--- src/rtl/irq_word_pkg.sv ---
package irq_word_pkg;

    localparam int HALF_W = 16;
    localparam int WORD_W = 2 * HALF_W;

    typedef struct packed {
        logic [HALF_W-1:0] mask;
        logic [HALF_W-1:0] flag;
        logic              irq;
    } agg_state_t;

    // One bit set for every position inside the source window.
    function automatic logic [HALF_W-1:0] window_bits(int count, int lsb);
        logic [HALF_W-1:0] m;
        m = '0;
        for (int b = 0; b < HALF_W; b++) begin
            if (b >= lsb && b < lsb + count) m[b] = 1'b1;
        end
        return m;
    endfunction

endpackage

--- src/rtl/irq_src_edge.sv ---
module irq_src_edge #(
    parameter int NUM_SRC = 7
) (
    input  logic               clk,
    input  logic               rst_n,
    input  logic [NUM_SRC-1:0] src_i,
    output logic [NUM_SRC-1:0] rise_o
);

    logic [NUM_SRC-1:0] prev_d, prev_q;

    always_comb begin
        prev_d = src_i;
    end

    always_ff @(posedge clk or negedge rst_n) begin
        if (!rst_n) prev_q <= '0;
        else        prev_q <= prev_d;
    end

    for (genvar g = 0; g < NUM_SRC; g++) begin : g_rise
        assign rise_o[g] = src_i[g] & ~prev_q[g];
    end

endmodule

--- src/rtl/irq_word_state.sv ---
module irq_word_state
    import irq_word_pkg::*;
#(
    parameter int NUM_SRC = 7,
    parameter int SRC_LSB = 0
) (
    input  logic              clk,
    input  logic              rst_n,
    input  logic              wr_sel,
    input  logic [WORD_W-1:0] wdata,
    input  logic [HALF_W-1:0] rise_pos,
    output logic [HALF_W-1:0] mask_o,
    output logic [HALF_W-1:0] flag_o,
    output logic              irq_o
);

    localparam logic [HALF_W-1:0] WIN = window_bits(NUM_SRC, SRC_LSB);

    agg_state_t st_d, st_q;

    always_comb begin
        st_d     = st_q;
        // summary follows the registered word, one clock behind it
        st_d.irq = |(st_q.mask & st_q.flag);
        if (wr_sel) begin
            st_d.mask = wdata[HALF_W-1:0] & WIN;
            st_d.flag = st_q.flag & ~(wdata[WORD_W-1:HALF_W] & WIN);
        end
        // capture is applied after the clear so a same-cycle event survives
        st_d.flag = st_d.flag | (rise_pos & WIN);
    end

    always_ff @(posedge clk or negedge rst_n) begin
        if (!rst_n) st_q <= '0;
        else        st_q <= st_d;
    end

    assign mask_o = st_q.mask;
    assign flag_o = st_q.flag;
    assign irq_o  = st_q.irq;

endmodule

--- src/rtl/irq_word_agg.sv ---
module irq_word_agg
    import irq_word_pkg::*;
#(
    parameter int NUM_SRC  = 7,
    parameter int SRC_LSB  = 0,
    parameter int ADDR_W   = 4,
    parameter int REG_ADDR = 6
) (
    input  logic               clk,
    input  logic               rst_n,
    input  logic [NUM_SRC-1:0] src_i,
    input  logic               wr_en_i,
    input  logic               rd_en_i,
    input  logic [ADDR_W-1:0]  addr_i,
    input  logic [31:0]        wdata_i,
    output logic [31:0]        rdata_o,
    output logic               irq_o
);

    localparam logic [ADDR_W-1:0] SEL_ADDR = ADDR_W'(REG_ADDR);
    localparam logic [HALF_W-1:0] WIN      = window_bits(NUM_SRC, SRC_LSB);

    logic              wr_sel, rd_sel;
    logic [NUM_SRC-1:0] rise;
    logic [HALF_W-1:0] rise_pos;
    logic [HALF_W-1:0] mask_q, flag_q;
    logic [HALF_W-1:0] win_bits;

    assign wr_sel   = wr_en_i && (addr_i == SEL_ADDR);
    assign rd_sel   = rd_en_i && (addr_i == SEL_ADDR);
    assign rise_pos = HALF_W'(rise) << SRC_LSB;
    assign win_bits = WIN;

    irq_src_edge #(
        .NUM_SRC (NUM_SRC)
    ) u_edge (
        .clk    (clk),
        .rst_n  (rst_n),
        .src_i  (src_i),
        .rise_o (rise)
    );

    irq_word_state #(
        .NUM_SRC (NUM_SRC),
        .SRC_LSB (SRC_LSB)
    ) u_state (
        .clk      (clk),
        .rst_n    (rst_n),
        .wr_sel   (wr_sel),
        .wdata    (wdata_i),
        .rise_pos (rise_pos),
        .mask_o   (mask_q),
        .flag_o   (flag_q),
        .irq_o    (irq_o)
    );

    assign rdata_o = rd_sel ? {flag_q, mask_q} : '0;

endmodule

--- config.mk ---
export PLATFORM = sky130hd
export DESIGN_NAME = irq_word_agg
export DESIGN_NICKNAME = d
export VERILOG_FILES = /design/src/rtl/irq_word_pkg.sv /design/src/rtl/irq_src_edge.sv /design/src/rtl/irq_word_state.sv /design/src/rtl/irq_word_agg.sv
export SDC_FILE = /design/constraint.sdc
export NUM_CORES = 1
export LEC_CHECK = 0
export BUFFER_PORTS_ARGS = -buffer_cell sky130_fd_sc_hd__buf_4
export CAP_MARGIN = 0
export CORE_MARGIN = 3
export CORE_UTILIZATION = 43
export DETAILED_ROUTE_END_ITERATION = 10
export GPL_TIMING_DRIVEN = 0
export PLACE_DENSITY = 0.82
export SLEW_MARGIN = 20
export SYNTH_ARGS = -nofsm -noshare
export SYNTH_HDL_FRONTEND = slang
export SYNTH_SLANG_ARGS = --single-unit
export TNS_END_PERCENT = 5
--- constraint.sdc ---
create_clock -name clk -period 1.7 [get_ports clk]
set_input_delay 0.085 -clock clk [delete_from_list [all_inputs] [get_ports clk]]
set_output_delay 0.085 -clock clk [all_outputs]
set_load 0.05 [all_outputs]
Word-level counts from Yosys, hierarchy flattened
Index checks and enable logic that the tools add are counted.

storage, ports and cells
  logic and storage cells = 28
  bits of input ports = 47
  output and inout bits = 33
  register bits = 31

cells by class
  muxes and demuxes = 2
  reduce and logical (&&, ||, !) cells = 3
  eq/ne operators = 1
  bitwise gates (word level) = 18

operators with widths
  operator                                                         number
  32-bit 2-to-1 mux                                                1
  16-bit AND                                                       1
  7-bit by 16-bit AND with 16-bit output                           1
  16-bit 2-to-1 mux                                                1
  7-bit NOT with 16-bit output                                     1
  16-bit by 7-bit OR with 16-bit output                            1
  16-bit OR reduction                                              1
  1-bit AND                                                        7
  1-bit NOT                                                        7
  4-bit by 3-bit == test with 1-bit output, second input constant  1
  1-bit logical AND                                                2

Longest topological paths before layout
  depth after elaboration = 4
  mapped depth = 5
  gate-level depth less buffers = 3

Cells and area by module
From an unflattened synthesis, not the netlist that was laid out.

second synthesis, totals
  cell total of the unflattened synthesis = 149
  area total of the unflattened synthesis = 1,310.0 um^2

modules (own cells, without submodules)
  module          sequential area each (um^2)  instances  area each (um^2)  cells each
  irq_word_state  375.4                        1          724.4             60
  irq_word_agg    0.0                          1          314.1             75
  irq_src_edge    175.2                        1          271.5             14

Worst setup path after synthesis
No wires, ideal clock.

  kind = input to output
  from = input addr_i[3]
  to = output rdata_o[16]
  arrival = 1.217 ns
  cell stages on the path = 5
  setup slack = 0.398 ns
  required time = 1.615 ns
  path buffers = 2
  path through = nand4bb_1 > clkbuf_2 > nor2_1 > clkbuf_1 > and2_1

on the way
  cells in the longest elaborated chain, start to end = 3

RTL lines
  item                                      RTL line            source
  start: declaration                        irq_word_agg.sv:14  input logic [ADDR_W-1:0] addr_i,
  4-bit by 3-bit == test with 1-bit output  irq_word_agg.sv:30  assign rd_sel = rd_en_i && (addr_i == SEL_ADDR);
  1-bit logical AND                         irq_word_agg.sv:30
  32-bit 2-to-1 mux                         irq_word_agg.sv:57  assign rdata_o = rd_sel ? {flag_q, mask_q} : '0;
  end: declaration                          irq_word_agg.sv:16  output logic [31:0] rdata_o,

No other way between the ends.

Final worst setup path
  from = input addr_i[3]
  to = output rdata_o[19]

The elaborated chain is that of the path after synthesis.

==> metrics.csv <==
stage,metric,value,unit
outcome,run_status,"complete, no violations",
worst_setup_path,worstPathArrival,1.39,ns
pwr,p_per_area,799,nW/um^2
logic_synthesis,yosysWarnings,0,
global_routing,grt.busiest_layer,met2,
layout,final_cell_mix,"60 x buf_4, 22 x dfrtp_1, 18 x conb_1, 15 x dlygate4sd3_1",
global_routing,use_met2,0.279,
global_routing,use_met3,0.0322,
pwr,vdd_drop_max,0.659,mV
layout,drive_gt1_frac,0.409,
logic_synthesis,yosysUniqueCellTypes,18,
timing,finalSetupViolations,0,
logic_synthesis,yosys-mux-area-fraction,0.0967,
clock_tree,clkSlewWorstSetupHoldPaths,0.12,ns
die,die_x,56.3,um
timing,skew,0.00441,ns
detailed_routing,drt_wl_total,2310,um
clock_tree,htree_levels,1,
timing,max_freq,677,MHz
pwr,p_leak,0.914,nW
global_routing,met1_usage,0.180,
timing,final.setup.tns,0,ns
logic_synthesis,synth_top_family_by_area,buffers and inverters,
placement,dpl.hpwl,1700,um
timing,rsz0062_at_grt,false,
pwr,seqPwrFrac,0.452,
layout,final_common_cell,buf_4,
timing,finalCriticalPeriod,1.48,ns
clock_tree,clock_latency,0.30,ns
layout,fin_nets,229,
placement,gp_congestion,0.721,
clock_tree,clock_sinks,22,
detailed_routing,drt_iter0_drc,15,
logic_synthesis,syn_avg_cell_area,10.6,um^2
pwr,combPwrFrac,0.259,
die,die_area,3170,um^2
logic_synthesis,synth_compound_area_frac,0.0875,
worst_hold_path,min_path_cells,4,
clock_tree,cts_tree,built,
detailed_routing,dr.pass1.iters,4,
layout,area_delta_synth_final,56.8,%
logic_synthesis,synth-seq-cells,22,
logic_synthesis,synth_xor_area_frac,0,
pwr,clkPwrFrac,0.288,
clock_tree,cts_root_buf,clkbuf_4,
global_routing,grt_max_degree,23,
global_routing,grt_overflow,0,
layout,antennaDiodeCount,0,
placement,io_buffer_count,42,
clock_tree,cts_made_buffers,3,
worst_setup_path,endpoint_kind,output port,
pwr,swShare,0.273,
logic_synthesis,yosys.area_share.simple,0.129,
die,rows,17,
global_routing,first_global_vias,876,
global_routing,grt_pass1_wl,3840,um
detailed_routing,drcViolationCount,0,
logic_synthesis,synthCells,103,
global_routing,grt_use_total,0.154,
logic_synthesis,post_synth_fa_ha_maj_area_fraction,0,
die,floorplan.initialDensity,0.473,
timing,hold_viol,0,
detailed_routing,viasPerCell,4.30,
clock_tree,postCtsSetupBuffers,0,
worst_setup_path,worstSetupPathType,input port to output port,
pwr,internal_power,0.000990,W
detailed_routing,antenna_left,0,
timing,fin_hold_ws,0.0856,ns
global_routing,antenna_found_initial,0,
logic_synthesis,seq_area_frac_synth,0.506,
detailed_routing,num_vias,899,
timing,maxSlewViolCount,0,
die,dieHeight,56.3,um
pwr,p_switching,0.000372,W
worst_setup_path,start_kind,input port,
timing,period_share,0.869,
worst_setup_path,worstPathRequired,1.62,ns
die,core,2300,um^2
detailed_routing,wl_per_cell,11.0,um
die,ios,80,
worst_hold_path,hold_path.class,input port to register,
flow_run,cap_viol_max_count,0,
worst_setup_path,rr_worst_depth,2,
logic_synthesis,syn_area,1090,um^2
clock_tree,clockBufferDepth,2,
worst_setup_path,worstPathMaxFanout,10,
[final timing paths]
check / startpoint / to / slack [ns]
hold / removal: wdata_i[17] / u_state.flag_o[1]$_DFF_PN0_ / 0.09
setup / recovery: addr_i[3] / rdata_o[19] / 0.22
max in group asynchronous: rst_n / u_state.irq_o$_DFF_PN0_ / 1.30
hold reg to reg: u_edge.prev_q[1]$_DFF_PN0_ / u_state.flag_o[1]$_DFF_PN0_ / 0.43
min in group asynchronous: rst_n / u_edge.prev_q[5]$_DFF_PN0_ / 0.18
setup reg to reg: u_state.mask_o[3]$_DFFE_PN0N_ / u_state.irq_o$_DFF_PN0_ / 0.72
[sequential cells by signal, indices dropped and copies added (netlist names)]
register and flops:
u_edge.prev_q 7, u_state.mask_o 7, u_state.irq_o 1, u_state.flag_o 7
[synthesized netlist by cell type (all sizes together)]
library cell  number  share of area
a222oi             1         0.0092
a22oi              2          0.014
and2              14          0.081
buf               20           0.14
clkbuf             2         0.0080
conb               1         0.0034
dfrtp             22           0.51
inv                9          0.031
mux2               7          0.097
nand2              7          0.024
nand3              1         0.0046
nand4bb            1          0.010
nor2               1         0.0034
o21ai             14          0.064
or2                1         0.0058
[logic make-up (layout without fill, tap and decap cells)]
family | after synthesis | in the layout
buffers and inverters | 31 | 92
AOI/OAI and AO/OA | 17 | 17
DFF | 22 | 22
muxes | 7 | 7
other | 1 | 18
and+or+nand+nor | 25 | 25
[metrics by stage]
stage          setup slack [ns]  utilization  instances  cell area, um^2  total power [W]
3_5_place_dp             0.0797        0.654        190             1500         0.000952
3_3_place_gp             0.0767        0.654        190             1500         0.000944
2_1_floorplan             0.398            -        120             1150         0.000856
4_1_cts                  0.0836        0.742        209             1700          0.00137
5_1_grt                  0.0738        0.742        209             1710          0.00143
6_report                  0.223        0.742        209             1710          0.00136
[layout make-up]
cell class,instances,area [um^2]
Tap cell,28,35.0
Inverter,9,33.8
Clock inverter,1,30.0
Multi-Input combinational cell,67,408
Sequential cell,22,551
Buffer,22,160
Fill cell,161,592
Timing Repair Buffer,57,465
Clock buffer,3,22.5
[power groups by stage]
stage               Combinational (W)  Sequential (W)  Clock (W)
detailed placement           0.000324        0.000627          0
floorplan                    0.000232        0.000624          0
CTS                          0.000352        0.000617   0.000404
finish                       0.000353        0.000616   0.000393
global route                 0.000380        0.000627   0.000428
global placement             0.000320        0.000624          0
[per-layer routing]
| layer | wire [um] | part of all wire |
|---|---|---|
| met2 | 1220 | 0.53 |
| met4 | 17 | 0.0074 |
| met1 | 883 | 0.38 |
| met3 | 189 | 0.082 |
| met5 | 0 | 0 |
[worst max-delay path, stage by stage]
cell and delay, ns:
buf_4 0.10, nand4bb_1 0.16, clkbuf_2 0.18, nor2_1 0.25, clkbuf_2 0.25, and2_1 0.16
buf_4 0.20
[timing repair]
action,in CTS,in global routing
endpoints found under the setup margin,0,10
resized for setup,0,2
hold buffers,15,0
hold endpoints to repair,36,0
Power figures use the tool's default switching activity.
